[src/rtl/pul_pkg.sv]
// Shared types for the post-increment load unit.
// Assumes a byte-addressed, little-endian memory.
package pul_pkg;

    typedef enum logic [1:0] {
        SZ_BYTE = 2'd0,
        SZ_HALF = 2'd1,
        SZ_WORD = 2'd2,
        SZ_DBL  = 2'd3
    } ld_size_e;

    typedef enum logic [1:0] {
        ST_IDLE  = 2'd0,
        ST_ISSUE = 2'd1,
        ST_WAIT  = 2'd2,
        ST_WB    = 2'd3
    } ld_state_e;

endpackage

[src/rtl/pul_base_update.sv]
// Computes the written-back base value: the old base plus either the
// index register, the sign-extended displacement, or the scaled 14-bit
// displacement (low two field bits replaced by zeros).
// Assumes XLEN > DISP_W. Purely combinational.
module pul_base_update #(
    parameter int XLEN   = 64,
    parameter int DISP_W = 16
) (
    input  logic [XLEN-1:0]   base,
    input  logic [XLEN-1:0]   index,
    input  logic [DISP_W-1:0] disp,
    input  logic              indexed,
    input  logic              dsform,
    output logic [XLEN-1:0]   new_base
);
    localparam int EXT_W = XLEN - DISP_W;

    logic [XLEN-1:0] disp_plain;
    logic [XLEN-1:0] disp_scaled;
    logic [XLEN-1:0] addend;

    // Sign-extend the displacement in its two encodings.
    always_comb begin
        disp_plain  = {{EXT_W{disp[DISP_W-1]}}, disp};
        disp_scaled = {{EXT_W{disp[DISP_W-1]}}, disp[DISP_W-1:2], 2'b00};
    end

    // Select the addend by update mode and add it to the old base.
    always_comb begin
        if (indexed)
            addend = index;
        else if (dsform)
            addend = disp_scaled;
        else
            addend = disp_plain;
        new_base = base + addend;
    end
endmodule

[src/rtl/pul_lane_extract.sv]
// Extracts the addressed bytes from a little-endian response word and
// zero- or sign-extends them. The signed flag only applies to halfword
// and word. Assumes natural alignment and XLEN = 64. Combinational.
module pul_lane_extract
    import pul_pkg::*;
#(
    parameter int XLEN  = 64,
    parameter int OFS_W = $clog2(XLEN / 8)
) (
    input  logic [XLEN-1:0]  word,
    input  logic [OFS_W-1:0] ofs,
    input  logic [1:0]       size,
    input  logic             sgn,
    output logic [XLEN-1:0]  value
);
    logic [XLEN-1:0] shifted;
    logic            ext_h;
    logic            ext_w;

    // Bring the addressed lane down to bit 0.
    always_comb shifted = word >> {ofs, 3'b000};

    // Extension bits for the signed sizes.
    always_comb begin
        ext_h = sgn & shifted[15];
        ext_w = sgn & shifted[31];
    end

    // Mask and extend according to the access size.
    always_comb begin
        case (ld_size_e'(size))
            SZ_BYTE: value = {{(XLEN-8){1'b0}}, shifted[7:0]};
            SZ_HALF: value = {{(XLEN-16){ext_h}}, shifted[15:0]};
            SZ_WORD: value = {{(XLEN-32){ext_w}}, shifted[31:0]};
            default: value = shifted;
        endcase
    end
endmodule

[src/rtl/pul_ctrl.sv]
// Sequencer for one outstanding load: accept, issue the read, wait for
// the response, then hold the write-back pair until it is taken.
// Assumes the response never arrives before the request handshake.
module pul_ctrl
    import pul_pkg::*;
(
    input  logic clk,
    input  logic rst_n,
    input  logic req_valid,
    input  logic mem_req_ready,
    input  logic mem_rsp_valid,
    input  logic wb_ready,
    output logic req_ready,
    output logic mem_req_valid,
    output logic mem_rsp_ready,
    output logic wb_valid,
    output logic accept,
    output logic rsp_take
);
    ld_state_e state_q;
    ld_state_e state_d;

    // Handshake outputs decoded from the state.
    always_comb begin
        req_ready     = (state_q == ST_IDLE);
        mem_req_valid = (state_q == ST_ISSUE);
        mem_rsp_ready = (state_q == ST_WAIT);
        wb_valid      = (state_q == ST_WB);
        accept        = req_ready & req_valid;
        rsp_take      = mem_rsp_ready & mem_rsp_valid;
    end

    // Next-state selection.
    always_comb begin
        state_d = state_q;
        case (state_q)
            ST_IDLE:  if (req_valid)     state_d = ST_ISSUE;
            ST_ISSUE: if (mem_req_ready) state_d = ST_WAIT;
            ST_WAIT:  if (mem_rsp_valid) state_d = ST_WB;
            ST_WB:    if (wb_ready)      state_d = ST_IDLE;
            default:                     state_d = ST_IDLE;
        endcase
    end

    // State register with synchronous reset.
    always_ff @(posedge clk) begin
        if (!rst_n) state_q <= ST_IDLE;
        else        state_q <= state_d;
    end
endmodule

[src/rtl/pul_unit.sv]
// Post-increment load unit top. Reads memory at the un-updated base,
// extracts and extends the loaded value, and returns it together with
// the updated base on one write-back handshake. Destination equal to
// base gives the base priority and raises a conflict flag.
// Assumes naturally aligned accesses and XLEN = 64.
module pul_unit
    import pul_pkg::*;
#(
    parameter int XLEN   = 64,
    parameter int DISP_W = 16,
    parameter int RIDX_W = 5
) (
    input  logic              clk,
    input  logic              rst_n,
    input  logic              req_valid,
    output logic              req_ready,
    input  logic [1:0]        req_size,
    input  logic              req_signed,
    input  logic              req_indexed,
    input  logic              req_dsform,
    input  logic [DISP_W-1:0] req_disp,
    input  logic [XLEN-1:0]   req_base,
    input  logic [XLEN-1:0]   req_index,
    input  logic [RIDX_W-1:0] req_rt,
    input  logic [RIDX_W-1:0] req_ra,
    output logic              mem_req_valid,
    input  logic              mem_req_ready,
    output logic [XLEN-1:0]   mem_addr,
    input  logic              mem_rsp_valid,
    output logic              mem_rsp_ready,
    input  logic [XLEN-1:0]   mem_rsp_data,
    output logic              wb_valid,
    input  logic              wb_ready,
    output logic [XLEN-1:0]   wb_data,
    output logic [RIDX_W-1:0] wb_rt,
    output logic              wb_rt_en,
    output logic [XLEN-1:0]   wb_base,
    output logic [RIDX_W-1:0] wb_ra,
    output logic              wb_conflict
);
    localparam int OFS_W = $clog2(XLEN / 8);

    logic              accept;
    logic              rsp_take;
    logic [XLEN-1:0]   upd_base;
    logic [XLEN-1:0]   ext_value;

    logic [XLEN-1:0]   addr_q;
    logic [XLEN-1:0]   new_base_q;
    logic [XLEN-1:0]   data_q;
    logic [1:0]        size_q;
    logic              sgn_q;
    logic [RIDX_W-1:0] rt_q;
    logic [RIDX_W-1:0] ra_q;

    pul_ctrl u_ctrl (
        .clk           (clk),
        .rst_n         (rst_n),
        .req_valid     (req_valid),
        .mem_req_ready (mem_req_ready),
        .mem_rsp_valid (mem_rsp_valid),
        .wb_ready      (wb_ready),
        .req_ready     (req_ready),
        .mem_req_valid (mem_req_valid),
        .mem_rsp_ready (mem_rsp_ready),
        .wb_valid      (wb_valid),
        .accept        (accept),
        .rsp_take      (rsp_take)
    );

    pul_base_update #(.XLEN(XLEN), .DISP_W(DISP_W)) u_update (
        .base     (req_base),
        .index    (req_index),
        .disp     (req_disp),
        .indexed  (req_indexed),
        .dsform   (req_dsform),
        .new_base (upd_base)
    );

    pul_lane_extract #(.XLEN(XLEN), .OFS_W(OFS_W)) u_extract (
        .word  (mem_rsp_data),
        .ofs   (addr_q[OFS_W-1:0]),
        .size  (size_q),
        .sgn   (sgn_q),
        .value (ext_value)
    );

    // Capture the operation at acceptance; the address is the old base.
    always_ff @(posedge clk) begin
        if (!rst_n) begin
            addr_q     <= '0;
            new_base_q <= '0;
            size_q     <= 2'd0;
            sgn_q      <= 1'b0;
            rt_q       <= '0;
            ra_q       <= '0;
        end else if (accept) begin
            addr_q     <= req_base;
            new_base_q <= upd_base;
            size_q     <= req_size;
            sgn_q      <= req_signed;
            rt_q       <= req_rt;
            ra_q       <= req_ra;
        end
    end

    // Register the extended value when the response is taken.
    always_ff @(posedge clk) begin
        if (!rst_n)        data_q <= '0;
        else if (rsp_take) data_q <= ext_value;
    end

    // Drive the memory address and the write-back pair.
    always_comb begin
        mem_addr    = addr_q;
        wb_data     = data_q;
        wb_base     = new_base_q;
        wb_rt       = rt_q;
        wb_ra       = ra_q;
        wb_conflict = (rt_q == ra_q);
        wb_rt_en    = ~wb_conflict;
    end
endmodule

[config.mk]
export PLATFORM = sky130hd
export DESIGN_NAME = pul_unit
export DESIGN_NICKNAME = d
export VERILOG_FILES = /design/src/rtl/pul_pkg.sv /design/src/rtl/pul_base_update.sv /design/src/rtl/pul_lane_extract.sv /design/src/rtl/pul_ctrl.sv /design/src/rtl/pul_unit.sv
export SDC_FILE = /design/constraint.sdc
export NUM_CORES = 1
export LEC_CHECK = 0
export BUFFER_PORTS_ARGS = -buffer_cell sky130_fd_sc_hd__buf_2
export CAP_MARGIN = 20
export CORE_AREA = 3 3 169 171
export CTS_CLUSTER_SIZE = 40
export DETAILED_ROUTE_END_ITERATION = 10
export DIE_AREA = 0 0 172 174
export PLACE_DENSITY_LB_ADDON = 0.15
export SLEW_MARGIN = 20
export SYNTH_ARGS = -nofsm -noshare
export SYNTH_HDL_FRONTEND = slang
export SYNTH_SLANG_ARGS = --single-unit
[constraint.sdc]
create_clock -name clk -period 6.9 [get_ports clk]
set_clock_uncertainty 0.05 [all_clocks]
set_input_delay 0.345 -clock clk [delete_from_list [all_inputs] [get_ports clk]]
set_output_delay 0.345 -clock clk [all_outputs]
set_load 0.005 [all_outputs]
==> results of run 1 <==
## layer usage
layer,part of all wire,GRT usage
met5,0,0
met4,0.035,0.0991
met3,0.081,0.0553
met2,0.47,0.527
met1,0.42,0.402
## metrics by stage
| step | instance area (sq um) | hold slack (ps) | total power, mW | util |
|---|---|---|---|---|
| 6_report | 16700 | 20.8 | 4.87 | 0.617 |
| 2_1_floorplan | 13400 | 392 | 2.81 | - |
| 4_1_cts | 16700 | 0.137 | 4.88 | 0.616 |
| 3_3_place_gp | 15700 | 389 | 3.52 | 0.579 |
| 5_1_grt | 16700 | 15.3 | 5.15 | 0.616 |
| 3_5_place_dp | 15700 | 391 | 3.54 | 0.579 |
## final cells by class
| cell class | count | area, sq um | area share |
|---|---|---|---|
| Tap cell | 341 | 427 | 0.0256 |
| Antenna cell | 4 | 10.0 | 0.000601 |
| Clock inverter | 6 | 93.8 | 0.00563 |
| Sequential cell | 207 | 4150 | 0.249 |
| Timing Repair Buffer | 466 | 2450 | 0.147 |
| Clock buffer | 33 | 714 | 0.0429 |
| Multi-Input combinational cell | 1447 | 8720 | 0.523 |
| Inverter | 25 | 96.3 | 0.00578 |
## synthesized netlist by cell type (5+ instances only)
master,count,share of area
buf_1,25,0.0070
mux4_2,14,0.023
clkbuf_1,90,0.025
o311ai_1,5,0.0033
o21bai_1,9,0.0050
o21ai_1,22,0.0082
xnor2_1,25,0.016
and2_1,14,0.0065
a211oi_1,33,0.018
o211a_1,9,0.0067
o21ai_0,93,0.035
or3_1,9,0.0042
a21o_1,37,0.021
a21oi_1,236,0.088
nand3_1,41,0.015
nand2_1,412,0.12
o31ai_1,8,0.0045
o211ai_1,11,0.0061
a31oi_1,12,0.0056
inv_1,25,0.0070
o22ai_1,12,0.0056
buf_2,15,0.0056
nor3_1,22,0.0082
nor2_1,107,0.030
a211o_1,8,0.0052
xor2_1,13,0.0085
a22oi_1,8,0.0045
nand2b_1,15,0.0070
dfxtp_1,207,0.31
ha_1,67,0.062
o21a_1,13,0.0073
nand4_1,19,0.0088
mux2i_1,56,0.042
mux2_2,24,0.020
and3_1,13,0.0060
nor2b_1,19,0.0088
## path summary, 6_finish.rpt
check,from,endpoint,depth (start not counted)
setup reg to reg,mem_addr[1]$_SDFFE_PN0P_,wb_data[48]$_SDFFE_PN0P_,10
setup / recovery,req_indexed,wb_base[58]$_SDFFE_PN0P_,16
hold reg to reg,wb_base[12]$_SDFFE_PN0P_,wb_base[12]$_SDFFE_PN0P_,2
hold / removal,req_base[50],mem_addr[50]$_SDFFE_PN0P_,3
## power by group
part / total, mW / switching, mW / internal, mW
clock: 1.32 / 0.526 / 0.792
combinational: 1.94 / 1.19 / 0.757
sequential: 1.61 / 0.155 / 1.45
total: 4.87 / 1.87 / 3.00
## worst max-delay path: cells and delay by family
| family | cells | cell delay, ps |
|---|---|---|
| buffers and inverters | 3 | 700 |
| adder cells (fa/ha/maj) | 2 | 590 |
| AO/OA/AOI/OAI | 7 | 1890 |
| AND/OR/NAND/NOR | 4 | 540 |
## cell usage in the layout (no fill, tap or decap), types with 24 or more instances in the layout
| cell type | count |
|---|---|
| nand3_1 | 41 |
| ha_1 | 67 |
| xnor2_1 | 25 |
| mux2i_1 | 56 |
| a21oi_1 | 236 |
| o21ai_0 | 93 |
| buf_2 | 436 |
| a21o_1 | 37 |
| inv_1 | 24 |
| nor2_1 | 105 |
| a211oi_1 | 33 |
| clkbuf_16 | 24 |
| dfxtp_1 | 204 |
| nand2_1 | 411 |
| mux2_2 | 24 |
## cells by family (layout without fill, tap and decap cells)
family,after synthesis,in the layout
XOR/XNOR,38,38
AO/OA/AOI/OAI,559,559
other,0,4
AND/OR/NAND/NOR,688,688
adder cells (fa/ha/maj),68,68
multiplexers,94,94
buffers and inverters,155,530
flip-flops,207,207
## sequential cells by signal, indices dropped and copies added (netlist names)
signal and flops:
sgn_q 1, size_q 2, u_ctrl.state_q 2, wb_rt 5
wb_ra 5, wb_base 64, mem_addr 64, wb_data 64
==> results.json, run 1 <==
{
  "status": "complete, no violations",
  "gr-total-overflow": 0,
  "crit_type": "primary input to flip-flop",
  "async_reset_ff_frac": 0,
  "drt_wl_total_mm": 50.1,
  "startpoint_type": "primary input",
  "worstPathArrival_ps": 4080,
  "max-vdd-ir-drop_uv": 228,
  "cts_root_buf": "clkbuf_16",
  "wl_per_cell_microns": 19.8,
  "final_cells": 2529,
  "ys_ff_latch": 207,
  "worstSkewPairLatency_ps": 530,
  "dp.final_hpwl_mm": 37.7,
  "drc": 0,
  "dr.first_iter.drc_count": 1184,
  "max_stage_delay_ps": 590,
  "synthMuxAreaShare": 0.0852,
  "drive_above_1_share": 0.249,
  "worstPathCellList": "buf_2 -> buf_4 -> nand2_1 -> o21ai_0 -> ha_1 -> inv_1 -> fa_1 -> nand2b_1 -> a21oi_2 -> o21ai_2 -> o21ai_2 -> o2111ai_1 -> a2111o_1 -> a2111oi_1 -> or3_1 -> nand3_1",
  "yosysUniqueCellTypes": 73,
  "path_max_fanout": 66,
  "hold_class": "primary input to flip-flop",
  "hold_violations": 0,
  "syn_to_final_growth_pct": 24.0,
  "finalMaxSlewViolations": 0,
  "synth_seq_area_share": 0.308,
  "clkSinkCount": 207,
  "viasPerCell": 5.90,
  "cp-end-kind": "flip-flop",
  "slowest_stage": "a2111o_1",
  "ant_nets": 0,
  "placedCellCount": 2467,
  "synth_area_sq_mm": 0.0134,
  "tritoncts": "yes",
  "fillers": 2555,
  "ctsHoldBuffers": 19,
  "slew_headroom": 0.252,
  "synth_xor_area_frac": 0.0248,
  "cts_buffer_depth": 3,
  "grt_pass1_vias": 14100,
  "synthAdderAreaFrac": 0.0638,
  "cts_buffers": 24,
  "synth_flop_cell": "dfxtp_1",
  "post_cts_resized": 0,
  "routabilityCongestion": 0.946,
  "initial_core_util": 0.497,
  "grt_pass1_wl_mm": 76.0,
  "coreArea_sq_mm": 0.0270,
  "rsz0062_at_grt": "no",
  "max_freq_ghz": 0.268,
  "syn_inst": 1809,
  "via_count": 14900,
  "setup_viol": 0,
  "clkTransAtPathRegs_ps": 60,
  "grt_max_degree": 90,
  "synth_compound_area_frac": 0.254,
  "syn-num-nets": 2106,
  "finalSetupTns_ps": 0,
  "place_ws_ps": 2690,
  "syn_avg_cell_area_sq_um": 7.43,
  "antenna_found_initial": 2,
  "synth_warnings": 0,
  "power_density_mw_per_mm2": 292,
  "pin_count": 437,
  "cpMostUsedCell": "o21ai_2",
  "htree_levels": 1,
  "die-area_sq_mm": 0.0299,
  "layout_setup_ws_ps": 3170,
  "die_w_microns": 172,
  "synth_top_family_by_area": "compound AO/OA/AOI/OAI gates",
  "grt_usage": 0.311,
  "drv_cap": 0,
  "period_needed_ps": 3730,
  "synth_edf_count": 0,
  "die_h_microns": 174,
  "required_ps": 7250,
  "portBuffers": 436,
  "post-cts-setup-buffers": 0,
  "tightest_slew_ps": 1120,
  "num-nets-final": 2468,
  "rows": 60,
  "first_pass_iters": 6,
  "synth_simple_gate_area_share": 0.219,
  "r2r_setup_slack_ps": 3730,
  "post-route-period-util": 0.541,
  "leakage_nw": 7.74
}
Power figures use the tool's default switching activity.
==> run 2: changes to the inputs <==
--- a/config.mk
+++ b/config.mk
@@ -7,10 +7,10 @@
 export LEC_CHECK = 0
 export BUFFER_PORTS_ARGS = -buffer_cell sky130_fd_sc_hd__buf_2
 export CAP_MARGIN = 20
-export CORE_AREA = 3 3 169 171
+export CORE_AREA = 3 3 170 172
 export CTS_CLUSTER_SIZE = 40
 export DETAILED_ROUTE_END_ITERATION = 10
-export DIE_AREA = 0 0 172 174
+export DIE_AREA = 0 0 173 175
 export PLACE_DENSITY_LB_ADDON = 0.15
 export SLEW_MARGIN = 20
 export SYNTH_ARGS = -nofsm -noshare
==> constraint.sdc (replaced) <==
create_clock -name clk -period 3.6 [get_ports clk]
set_clock_uncertainty 0.05 [all_clocks]
set_input_delay 0.18 -clock clk [delete_from_list [all_inputs] [get_ports clk]]
set_output_delay 0.18 -clock clk [all_outputs]
set_load 0.005 [all_outputs]
==> run 2 against run 1 <==
  * Sequential power rose by 94%
  * Wire length grew 5.4%
  * Count of clock-buffer cells in the layout did not move
  * Critical endpoint unchanged
  * Largest cell class unchanged
  * Highest routed layer is now met5
==> results.json, run 2 (same netlist as run 1, synthesis figures left out) <==
{
  "p_total_mw": 9.64,
  "layout_common_cells": "buf_2 (436), nand2_1 (411), a21oi_1 (236), dfxtp_1 (204), nor2_1 (106)",
  "dp.final_hpwl_mm": 39.8,
  "worst_r2r_path_depth": 8,
  "portBuffers": 436,
  "grt_pass1_wl_mm": 82.5,
  "power_density_mw_per_mm2": 541,
  "hold_class": "primary input to flip-flop",
  "seq_area_sq_mm": 0.00415,
  "switching_share": 0.382,
  "multi_input_area_sq_mm": 0.00872,
  "worstSkewPairLatency_ps": 520,
  "p_int_mw": 5.96,
  "rsz0062_at_grt": "no",
  "finalSetupTns_ps": 0,
  "via_count": 15700,
  "die_w_microns": 173,
  "tightest_slew_ps": 1080,
  "leakage_nw": 8.28,
  "r2r_start": "mem_addr[0]$_SDFFE_PN0P_",
  "use_met1": 0.424,
  "grt_most_used_layer": "met2",
  "hold_violations": 0,
  "grt_usage": 0.332,
  "die_h_microns": 175,
  "fillers": 2571,
  "place_area_sq_mm": 0.0161,
  "design_area_sq_mm": 0.0178,
  "status": "complete, no violations",
  "slew_headroom": 0.280,
  "pwr-share-clk": 0.272,
  "final_util": 0.645,
  "min_delay_path_depth": 5,
  "period_needed_ps": 3330,
  "antenna_found_initial": 5,
  "crit_type": "primary input to flip-flop",
  "viasPerCell": 5.85,
  "path_max_fanout": 6,
  "cp-end-kind": "flip-flop",
  "cts_buffer_depth": 3,
  "drt_wl_total_mm": 52.8,
  "p_switching_mw": 3.68,
  "initial_core_util": 0.487,
  "grt_max_degree": 73,
  "max_freq_ghz": 0.300,
  "setup_viol": 0,
  "final_cells": 2687,
  "grt_pass1_vias": 15100,
  "worstPathArrival_ps": 3690,
  "cts_root_buf": "clkbuf_16",
  "drc": 0,
  "pin_count": 437,
  "placedCellCount": 2556,
  "clkSinkCount": 207,
  "post-route-period-util": 0.926,
  "gr-total-overflow": 0,
  "finalMaxSlewViolations": 0,
  "combPwrFrac": 0.404,
  "startpoint_type": "primary input",
  "drv_cap": 0,
  "clkTransAtPathRegs_ps": 60,
  "ant_nets": 0,
  "rows": 61,
  "cts_buffers": 24,
  "dr.first_iter.drc_count": 1332,
  "grtUsageMet3": 0.0602,
  "post-cts-setup-buffers": 0,
  "layout_commonest_cell": "buf_2",
  "coreArea_sq_mm": 0.0276,
  "r2r_setup_slack_ps": 710,
  "first_pass_iters": 5,
  "rr_endpoint": "wb_data[42]$_SDFFE_PN0P_",
  "routabilityCongestion": 0.982,
  "htree_levels": 1,
  "min-delay-start": "mem_rsp_data[49]",
  "syn_to_final_growth_pct": 32.5,
  "wl_per_cell_microns": 19.6,
  "holdPathEnd": "wb_data[41]$_SDFFE_PN0P_",
  "p_seq_frac": 0.324,
  "die-area_sq_mm": 0.0303,
  "max-vdd-ir-drop_uv": 450,
  "global_route.usage.met2": 0.546,
  "drive_above_1_share": 0.257,
  "num-nets-final": 2586,
  "tritoncts": "yes",
  "required_ps": 3950
}
[run 2: timing repair]
action | CTS | global route
hold endpoints to repair | 86 | 0
resized for setup | 0 | 0
hold buffers | 85 | 0
[run 2: per-stage QoR]
step | setup slack, ps | hold WS [ps]
global route | 92.1 | 98.2
detailed placement | -16.1 | 378
finish | 268 | 69.0
CTS | 307 | 46.8
floorplan | 69.7 | 266
global placement | 96.0 | 374
[run 2: worst max-delay path by stage]
stage | start | endpoint | slack [ps] | depth (start not counted)
2_1_floorplan | req_indexed | wb_base[54]$_SDFFE_PN0P_ | 70 | 16
3_3_place_gp | req_indexed | wb_base[53]$_SDFFE_PN0P_ | 100 | 13
3_5_place_dp | req_dsform | wb_base[58]$_SDFFE_PN0P_ | -20 | 15
4_1_cts | req_base[0] | wb_base[58]$_SDFFE_PN0P_ | 310 | 14
5_1_grt | req_base[0] | wb_base[58]$_SDFFE_PN0P_ | 90 | 14
6_report | req_base[0] | wb_base[58]$_SDFFE_PN0P_ | 270 | 14
[run 2: power by group through the flow]
| stage | Sequential, mW | Clock [mW] | Combinational (mW) |
|---|---|---|---|
| final | 3.13 | 2.62 | 3.90 |
| after global routing | 3.18 | 2.76 | 4.27 |
| after CTS | 3.12 | 2.65 | 3.87 |
| after detailed placement | 3.16 | 0 | 3.77 |
| after global placement | 3.15 | 0 | 3.74 |
| after floorplan | 3.10 | 0 | 2.29 |
[run 2: cell type report]
class,instances,area share
clock buffers,33,0.0379
diodes,2,0.000281
flip-flops and latches,207,0.233
multi-input cells,1447,0.489
well taps,378,0.0266
clock inverters,11,0.00927
inverters,25,0.00541
repair buffers,584,0.198
[run 2: worst max-delay path: stages]
cell and delay [ps]:
dlygate4sd3_1 530, buf_2 120, ha_1 160, inv_1 50, fa_1 370, nand2b_1 190, a21oi_2 190, o21ai_2 130
o21ai_2 210, o2111ai_1 200, a2111o_1 590, a2111oi_1 510, or3_1 180, nand3_1 60
[run 2: routing by layer]
metal  up-vias  part of all wire
li1       7373                 -
met1      7416              0.41
met2       779              0.46
met3       138             0.082
met4         6             0.050
met5         -           0.00078
==> run 3: changes to the inputs <==
--- a/config.mk
+++ b/config.mk
@@ -12,6 +12,7 @@
 export DETAILED_ROUTE_END_ITERATION = 10
 export DIE_AREA = 0 0 173 175
 export PLACE_DENSITY_LB_ADDON = 0.15
+export SETUP_SLACK_MARGIN = 0.5
 export SLEW_MARGIN = 20
 export SYNTH_ARGS = -nofsm -noshare
 export SYNTH_HDL_FRONTEND = slang
==> constraint.sdc (replaced) <==
create_clock -name clk -period 3.6 [get_ports clk]
set_clock_uncertainty 0.05 [all_clocks]
set_input_delay 0.72 -clock clk [delete_from_list [all_inputs] [get_ports clk]]
set_output_delay 0.72 -clock clk [all_outputs]
set_load 0.005 [all_outputs]
==> run 3 against run 2 <==
  * Final area grew 6.0%
  * First-iteration DRC count down 6.7%
  * Sequential share of layout area shrank 1.3 points
  * Critical path type unchanged
  * Via count increased by 0.45%
  * Flip-flop and latch count stayed put
  * Largest cell class unchanged
  * Count of clock-buffer cells in the layout rose by 1
  * Core utilization increased by 3.8 points
  * Highest routed layer is now met4
  * Register-to-register slack barely moved
  * Non-clock buffer count increased by 49
  * Hold slack gained 300 ps
  * Worst setup slack better by 110 ps
  * Largest power group unchanged
  * Maximum frequency rose by 3.5%
==> results.json, run 3 (same netlist as run 1, synthesis figures left out) <==
{
  "status": "complete, no violations",
  "ctsHoldBuffers": 0,
  "routabilityCongestion": 0.956,
  "worstSkewPairLatency_ps": 540,
  "die_w_microns": 173,
  "htree_levels": 1,
  "portBuffers": 436,
  "required_ps": 3970,
  "drive_above_1_share": 0.352,
  "crit_family": "compound AO/OA/AOI/OAI gates",
  "rsz0062_at_grt": "yes",
  "max_stage_delay_ps": 500,
  "hold_class": "primary input to flip-flop",
  "design_area_sq_mm": 0.0189,
  "first_pass_iters": 5,
  "path_max_fanout": 8,
  "grt_usage": 0.329,
  "finalMaxSlewViolations": 0,
  "wl_per_cell_microns": 19.7,
  "die-area_sq_mm": 0.0303,
  "hold_violations": 0,
  "drc": 0,
  "via_count": 15800,
  "tightest_slew_ps": 879,
  "viasPerCell": 5.76,
  "max-vdd-ir-drop_uv": 415,
  "clkTransAtPathRegs_ps": 60,
  "drv_cap": 0,
  "max_freq_ghz": 0.311,
  "setup_viol": 0,
  "period_needed_ps": 3220,
  "drt_wl_total_mm": 53.8,
  "power_density_mw_per_mm2": 530,
  "slowest_stage": "a2111o_1",
  "initial_core_util": 0.487,
  "grt_pass1_wl_mm": 80.7,
  "antenna_found_initial": 2,
  "fillers": 2351,
  "syn_to_final_growth_pct": 40.4,
  "layout_common_cells": "buf_2 (435), nand2_1 (402), a21oi_1 (215), dfxtp_1 (204), buf_4 (180)",
  "place_area_sq_mm": 0.0173,
  "startpoint_type": "primary input",
  "worstPathCellList": "buf_12 -> buf_12 -> o21ai_4 -> ha_4 -> inv_2 -> fa_2 -> nand2b_4 -> a21oi_4 -> o21ai_4 -> o21ai_2 -> o2111ai_2 -> a2111o_1 -> buf_6 -> a2111oi_4 -> or3_1 -> nand3_1",
  "final_cells": 2738,
  "num-nets-final": 2636,
  "rows": 61,
  "cts_root_buf": "clkbuf_16",
  "worstPathArrival_ps": 3590,
  "placedCellCount": 2669,
  "cts_buffer_depth": 3,
  "cts_buffers": 25,
  "cp_num_buf_inv": 4,
  "grt_max_degree": 81,
  "cp-end-kind": "flip-flop",
  "crit_type": "primary input to flip-flop",
  "post-route-period-util": 0.894,
  "slew_headroom": 0.414,
  "dr.first_iter.drc_count": 1243,
  "clkSinkCount": 207,
  "ant_nets": 0,
  "finalSetupTns_ps": 0,
  "grt_pass1_vias": 14800,
  "leakage_nw": 8.72,
  "coreArea_sq_mm": 0.0276,
  "tritoncts": "yes",
  "layout_commonest_cell": "buf_2",
  "p_total_mw": 10.0,
  "gr-total-overflow": 0,
  "pin_count": 437,
  "die_h_microns": 175,
  "dp.final_hpwl_mm": 40.6
}
==> run 3: changes by cell type in the layout (fill, tap and decap cells not counted), sizes merged <==
cell         previous run  this run
buf                   499       631
bufinv                  4         3
clkbuf                 33        36
clkinv                  6         3
clkinvlp                1         3
diode                   2         3
dlygate4sd3            85         0
inv                    25        27
==> run 3: power breakdown <==
group / total, mW / switching, mW / internal [mW]
sequential: 3.08 / 0.302 / 2.78
combinational: 4.32 / 2.50 / 1.82
clock: 2.60 / 1.04 / 1.56
==> run 3: tightest hold or removal path, delay by kind of cell <==
kind                   cells  cell delay (ps)
buffers and inverters      1               90
AOI/OAI and AO/OA          1               50
and+or+nand+nor            1               40
==> run 3: metrics by stage <==
| step | setup slack, ps | util | hold slack (ps) |
|---|---|---|---|
| after floorplan | 84.0 | - | 392 |
| after global placement | -128 | 0.625 | 387 |
| after detailed placement | -227 | 0.625 | 393 |
| after CTS | 362 | 0.661 | 347 |
| after global routing | 290 | 0.683 | 366 |
| final | 380 | 0.683 | 367 |
==> run 3: final cells by class <==
class	count	area, sq um	area share
clock buffer	34	689	0.0365
timing repair buffer	633	3810	0.202
antenna	3	7.51	0.000398
clock inverter	11	145	0.00769
sequential	207	4150	0.220
multi-input combinational	1447	9500	0.503
tap	378	473	0.0251
inverter	25	96.3	0.00510
==> run 3: final timing paths <==
check	from	endpoint	slack (ps)	cells past startpoint
setup reg to reg	mem_addr[1]$_SDFFE_PN0P_	wb_data[38]$_SDFFE_PN0P_	720	8
hold reg to reg	mem_addr[53]$_SDFFE_PN0P_	mem_addr[53]$_SDFFE_PN0P_	400	2
setup / recovery	req_indexed	wb_base[58]$_SDFFE_PN0P_	380	16
hold / removal	req_rt[1]	wb_rt[1]$_SDFFE_PN0P_	370	3
==> run 3: timing repair <==
item / CTS / global route
cloned: 0 / 2
resized for setup: 15 / 90
endpoints found under the setup margin: 16 / 28
hold endpoints to repair: 0 / 0
buffers inserted: 9 / 10
pin swaps: 19 / 41
==> run 3: routing by layer <==
layer | track usage | routed length [microns] | up-vias
li1 | - | - | 7499
met5 | 0 | 0 | -
met2 | 0.572 | 25700 | 765
met4 | 0.127 | 2190 | 0
met3 | 0.0678 | 4780 | 112
met1 | 0.399 | 21200 | 7406
